File: config.mk
export PLATFORM = sky130hd
export DESIGN_NAME = tmr_pair
export DESIGN_NICKNAME = d
export VERILOG_FILES = /design/src/rtl/tmr_pkg.sv /design/src/rtl/tmr_prescale.sv /design/src/rtl/tmr_channel.sv /design/src/rtl/tmr_pair.sv
export SDC_FILE = /design/constraint.sdc
export NUM_CORES = 1
export LEC_CHECK = 0
export BUFFER_PORTS_ARGS = -buffer_cell sky130_fd_sc_hd__clkbuf_2
export CAP_MARGIN = 40
export CORE_MARGIN = 4
export CORE_UTILIZATION = 60
export CTS_CLUSTER_SIZE = 24
export DETAILED_ROUTE_END_ITERATION = 8
export PLACE_DENSITY_LB_ADDON = 0.1
export SLEW_MARGIN = 20
export SYNTH_ARGS = -nofsm -noshare
export SYNTH_HDL_FRONTEND = slang
export SYNTH_SLANG_ARGS = --single-unit
File: constraint.sdc
create_clock -name clk -period 3.7 [get_ports clk]
set_clock_uncertainty 0.15 [all_clocks]
set_input_delay 0.37 -clock clk [delete_from_list [all_inputs] [get_ports clk]]
set_output_delay 0.37 -clock clk [all_outputs]
set_load 0.02 [all_outputs]
File: src/rtl/tmr_pkg.sv
package tmr_pkg;

    typedef enum logic [1:0] {
        MODE_RLD16 = 2'b00,
        MODE_FREE16 = 2'b01,
        MODE_RLD8 = 2'b10,
        MODE_HOLD = 2'b11
    } tmr_mode_e;

    localparam logic [2:0] OFS_PSEL   = 3'd0;
    localparam logic [2:0] OFS_CTRL   = 3'd1;
    localparam logic [2:0] OFS_CNT_LO = 3'd2;
    localparam logic [2:0] OFS_CNT_HI = 3'd3;
    localparam logic [2:0] OFS_RLD_LO = 3'd4;
    localparam logic [2:0] OFS_RLD_HI = 3'd5;

    typedef struct packed {
        logic [15:0] count;
        logic [15:0] reload;
        tmr_mode_e   mode;
        logic        run;
        logic        ovf;
    } chan_st_t;

endpackage

File: src/rtl/tmr_prescale.sv
module tmr_prescale #(
    parameter int DIV_W = 6
) (
    input  logic       clk,
    input  logic       rst_n,
    input  logic       sel_wr_i,
    input  logic [1:0] sel_data_i,
    output logic       tick_o
);
    localparam logic [DIV_W-1:0] LIM_4  = DIV_W'(3);
    localparam logic [DIV_W-1:0] LIM_16 = DIV_W'(15);
    localparam logic [DIV_W-1:0] LIM_64 = DIV_W'(63);

    typedef struct packed {
        logic [1:0]       sel;
        logic [DIV_W-1:0] div;
    } ps_st_t;

    ps_st_t           st_d, st_q;
    logic [DIV_W-1:0] lim;

    always_comb begin
        st_d = st_q;
        case (st_q.sel)
            2'b01:   lim = LIM_16;
            2'b10:   lim = LIM_64;
            default: lim = LIM_4;
        endcase
        tick_o = (st_q.div >= lim);
        st_d.div = tick_o ? '0 : st_q.div + 1'b1;
        if (sel_wr_i) st_d.sel = sel_data_i;
    end

    always_ff @(posedge clk or negedge rst_n) begin
        if (!rst_n) st_q <= '0;
        else        st_q <= st_d;
    end

    // a tick never lasts longer than one cycle
    a_r1_tick_single: assert property (@(posedge clk) disable iff (!rst_n)
        tick_o |=> !tick_o);

endmodule

File: src/rtl/tmr_channel.sv
module tmr_channel
    import tmr_pkg::*;
(
    input  logic        clk,
    input  logic        rst_n,
    input  logic        tick_i,
    input  logic        wr_i,
    input  logic [2:0]  wr_ofs_i,
    input  logic [7:0]  wr_data_i,
    output logic [15:0] count_o,
    output logic        ovf_o
);
    chan_st_t st_d, st_q;
    logic ctrl_wr, lo_wr, hi_wr, cnt_wr, step, ovf_evt;

    always_comb begin
        ctrl_wr = wr_i && (wr_ofs_i == OFS_CTRL);
        lo_wr   = wr_i && (wr_ofs_i == OFS_CNT_LO);
        hi_wr   = wr_i && (wr_ofs_i == OFS_CNT_HI);
        cnt_wr  = lo_wr || hi_wr;
        step    = tick_i && st_q.run && !cnt_wr;
        ovf_evt = 1'b0;
        st_d    = st_q;

        if (step) begin
            case (st_q.mode)
                MODE_RLD16: begin
                    if (st_q.count == 16'hFFFF) begin
                        st_d.count = st_q.reload;
                        ovf_evt    = 1'b1;
                    end else begin
                        st_d.count = st_q.count + 16'd1;
                    end
                end
                MODE_FREE16: begin
                    st_d.count = st_q.count + 16'd1;
                    ovf_evt    = (st_q.count == 16'hFFFF);
                end
                MODE_RLD8: begin
                    if (st_q.count[7:0] == 8'hFF) begin
                        st_d.count[7:0] = st_q.reload[7:0];
                        ovf_evt         = 1'b1;
                    end else begin
                        st_d.count[7:0] = st_q.count[7:0] + 8'd1;
                    end
                end
                default: ;
            endcase
        end

        if (lo_wr) st_d.count[7:0]  = wr_data_i;
        if (hi_wr) st_d.count[15:8] = wr_data_i;
        if (wr_i && wr_ofs_i == OFS_RLD_LO) st_d.reload[7:0]  = wr_data_i;
        if (wr_i && wr_ofs_i == OFS_RLD_HI) st_d.reload[15:8] = wr_data_i;
        if (ctrl_wr) begin
            st_d.run  = wr_data_i[0];
            st_d.mode = tmr_mode_e'(wr_data_i[2:1]);
        end

        if (ovf_evt)                      st_d.ovf = 1'b1;
        else if (ctrl_wr && !wr_data_i[3]) st_d.ovf = 1'b0;
    end

    always_ff @(posedge clk or negedge rst_n) begin
        if (!rst_n) st_q <= '0;
        else        st_q <= st_d;
    end

    assign count_o = st_q.count;
    assign ovf_o   = st_q.ovf;


    a_r7_hold_stopped: assert property (@(posedge clk) disable iff (!rst_n)
        (!st_q.run && !cnt_wr) |=> st_q.count == $past(st_q.count));

    a_r3_reload16: assert property (@(posedge clk) disable iff (!rst_n)
        (tick_i && st_q.run && !cnt_wr && st_q.mode == MODE_RLD16 && st_q.count == 16'hFFFF)
        |=> (st_q.count == $past(st_q.reload)) && st_q.ovf);

    a_r5_high_kept: assert property (@(posedge clk) disable iff (!rst_n)
        (st_q.mode == MODE_RLD8 && !hi_wr) |=> st_q.count[15:8] == $past(st_q.count[15:8]));

    a_r6_hold_mode: assert property (@(posedge clk) disable iff (!rst_n)
        (st_q.mode == MODE_HOLD && !cnt_wr) |=> $stable(st_q.count));

    a_r8_ovf_sticky: assert property (@(posedge clk) disable iff (!rst_n)
        (st_q.ovf && !(ctrl_wr && !wr_data_i[3])) |=> st_q.ovf);

    a_r9_write_wins: assert property (@(posedge clk) disable iff (!rst_n)
        lo_wr |=> st_q.count[7:0] == $past(wr_data_i));

endmodule

File: src/rtl/tmr_pair.sv
module tmr_pair
    import tmr_pkg::*;
#(
    parameter int NCH = 2,
    parameter int DIV_W = 6,
    localparam int CH_IDX_W = (NCH > 1) ? $clog2(NCH) : 1,
    localparam int ADDR_W = CH_IDX_W + 3
) (
    input  logic              clk,
    input  logic              rst_n,
    input  logic              wr_en_i,
    input  logic [ADDR_W-1:0] wr_addr_i,
    input  logic [7:0]        wr_data_i,
    output logic              tick_o,
    output logic [16*NCH-1:0] count_o,
    output logic [NCH-1:0]    ovf_o
);
    logic psel_wr;

    assign psel_wr = wr_en_i && (wr_addr_i == ADDR_W'(OFS_PSEL));

    tmr_prescale #(.DIV_W(DIV_W)) u_ps (
        .clk        (clk),
        .rst_n      (rst_n),
        .sel_wr_i   (psel_wr),
        .sel_data_i (wr_data_i[1:0]),
        .tick_o     (tick_o)
    );

    for (genvar n = 0; n < NCH; n++) begin : g_ch
        logic ch_wr;
        assign ch_wr = wr_en_i && (wr_addr_i[ADDR_W-1:3] == CH_IDX_W'(n));

        tmr_channel u_ch (
            .clk       (clk),
            .rst_n     (rst_n),
            .tick_i    (tick_o),
            .wr_i      (ch_wr),
            .wr_ofs_i  (wr_addr_i[2:0]),
            .wr_data_i (wr_data_i),
            .count_o   (count_o[n*16 +: 16]),
            .ovf_o     (ovf_o[n])
        );
    end

endmodule

==> results.toml <==
[outcome]
status = "completed"

[grt]
track_usage = 0.240
antenna_found_initial = 0
grt_pass1_wl_um = 18500
overflow = 0
grt_pass1_vias = 3675
grt_max_degree = 49

[floorplanning]
core_area_um2 = 7690
pin_count = 50
die_height_um = 96.9
die_area_um2 = 9380
chipWidth_um = 96.9
rows = 32
initial_core_util = 0.617

[synth]
post-synth-top-count-cell = "dfrtp_1"
ys_warn_count = 0
yosysTopAreaCellShare = 0.422
synth_nets = 523
synth_area_leader_cell = "dfrtp_1"
yosys_register_bits = 80
seq_area_frac_synth = 0.422
synth_common_cells = "dfrtp_1, nor2_1, mux2_2, o21ai_0, nand2_1"
synth_area_um2 = 4740
avgSynthCellArea_um2 = 9.59
synth_cells = 494
ys_top_cells_by_area = "dfrtp_1, mux2_2, buf_4, o21ai_0, ha_1"
ys.flop_type = "dfrtp_1"
ys_async_sr_fraction = 1.00
synth_edf_count = 0
netlist-cell-type-count = 51

[worst_setup_path]
critPathMaxStageDelay_ps = 560
setup.worst_path.end_class = "flop"
critPathMaxFanout = 14
criticalPathCategory = "flop to flop"
arrival_ps = 3070
crit_chain = "inv_1 > ha_1 > inv_1 > ha_1 > o21ai_0 > a221oi_2 > nand3b_1 > and2b_1 > o21ai_0 > o211ai_1"
regToRegEndpoint = "g_ch[1].u_ch.count_o[12]"
slowest_stage = "a221oi_2"
start_kind = "flop"
reg2regPathDepth = 10
required_ps = 3760
ff2ff_setup_slack_ps = 680
r2r-start = "u_ps.st_q[6]"

[clock_network]
cts_tree = "built"
clock_latency_ps = 350
cts_made_buffers = 9
cts_sinks = 80
cts-root-buf = "clkbuf_8"
clk_path_buf_depth = 2
ctsHoldBuffers = 1
ctsResizeCount = 0
cts.clk_slew.worst_paths_ps = 80
h-tree-depth = 3
cts_setup_buffers = 0

[worst_hold_path]
min_path_type = "input port to flop"
min_to = "g_ch[1].u_ch.count_o[7]"
min_from = "wr_data_i[7]"
hold_depth = 3

[pwr]
p_sw_frac = 0.396
peakVddDrop_uv = 333
p_per_area_nw_per_um2 = 709
p_leak_nw = 2.18
p_total_mw = 3.61
power.net_switching_mw = 1.43
power_frac_seq = 0.418
intPower_mw = 2.18
p_comb_frac = 0.366
clkPwrFrac = 0.215

[drt]
wl_per_cell_um = 17.7
drt-total-wl_um = 10900
vias_per_cell = 6.08
drt_pass1_iterations = 4
drc_errors = 0
drtIter0Drc = 246
ant_nets = 0
dr_total_vias = 3753

[cells_and_area]
area_growth_pct = 7.50
fill_cells = 666
nets = 540
finalCoreUtilization = 0.663
antenna_cells = 0
drive_above_1_share = 0.229
multiInputGateArea_um2 = 2370
final-seq-area_um2 = 2000
fin_area_um2 = 5090

[timing]
maxSlewViolCount = 0
timing_hold_violations_final = 0
worst_pin_slew_ps = 869
setup_violations = 0
rsz0062_at_grt = "false"
max_slew_margin = 0.415
fin_crit_sh = 0.815
max_freq_mhz = 331
min_period_ps = 3020
final.setup.tns_ps = 0
timing.final.ws_setup_ps = 683

[placed_design]
post_dp_cell_area_um2 = 4840
dp_slack_ps = 704
dpl.hpwl_um = 7650
portBuffers = 49
place_congestion = 0.861

[job]
maxCapViolCount = 0
-- layout by cell type, fill, tap and decap left out, types with 10 or more instances in the layout --
cell,n
dfrtp_1,80
a21oi_1,20
nand3_1,18
clkbuf_2,48
xnor2_1,15
nor2_1,41
xor2_1,10
inv_1,13
nor3_1,19
mux2_2,39
o21ai_0,38
clkbuf_8,10
ha_1,14
nand2_1,36
-- sequential cells by signal, indices dropped and copies added (netlist names) --
name,flops
g_ch.u_ch.st_q,38
g_ch.u_ch.count_o,32
u_ps.st_q,8
g_ch.u_ch.ovf_o,2
-- cell type report --
class	instances	share of cell area
Multi-Input combinational cell	352	0.465
Sequential cell	80	0.393
Timing Repair Buffer	55	0.0599
Clock buffer	10	0.0270
Tap cell	102	0.0250
Clock inverter	5	0.0204
Inverter	13	0.00958
-- critical path: cells and delay by family, from the launching register on --
kind,cells,cell delay (ps)
AO/OA/AOI/OAI,4,950
AND/OR/NAND/NOR,2,880
adder cells (fa/ha/maj),2,400
flip-flops,1,380
buffers and inverters,2,120
-- layer usage --
metal  wire [um]  track usage  up-vias
met2        5390        0.403      139
met1        4690        0.314     1811
met5           0            0        -
li1            -            -     1788
met4         157       0.0734        0
met3         686       0.0476       15
-- kinds of logic (layout without fill, tap and decap cells) --
kind of cell / Yosys count / count (layout) / share of synthesized area
adder cells (fa/ha/maj): 14 / 14 / 0.0370
AO/OA/AOI/OAI: 107 / 107 / 0.144
buffers and inverters: 62 / 83 / 0.0776
flip-flops: 80 / 80 / 0.422
multiplexers: 43 / 43 / 0.101
XOR/XNOR: 25 / 25 / 0.0462
AND/OR/NAND/NOR: 163 / 163 / 0.172
-- power groups by stage --
stage / clock network (mW) / logic [mW] / registers [mW]
global placement: 0 / 1.29 / 1.51
detailed placement: 0 / 1.33 / 1.52
finish: 0.778 / 1.32 / 1.51
floorplan: 0 / 1.22 / 1.40
CTS: 0.793 / 1.33 / 1.51
global route: 0.834 / 1.47 / 1.57
-- worst max-delay path by stage --
stage	end	cells after the start	start	slack [ps]
2_1_floorplan	g_ch[0].u_ch.count_o[8]	9	u_ps.st_q[6]	1230
4_1_cts	g_ch[0].u_ch.count_o[8]	9	u_ps.st_q[6]	690
3_3_place_gp	g_ch[0].u_ch.count_o[8]	9	u_ps.st_q[6]	790
6_report	g_ch[1].u_ch.count_o[12]	10	u_ps.st_q[6]	680
5_1_grt	g_ch[1].u_ch.count_o[10]	10	u_ps.st_q[6]	350
3_5_place_dp	g_ch[0].u_ch.count_o[8]	9	u_ps.st_q[6]	700
-- per-stage QoR --
step / cells / hold slack (ps)
4_1_cts: 617 / 248
3_3_place_gp: 599 / 295
6_report: 617 / 273
3_5_place_dp: 601 / 278
2_1_floorplan: 494 / -75.6
5_1_grt: 617 / 240
Power figures use the tool's default switching activity.
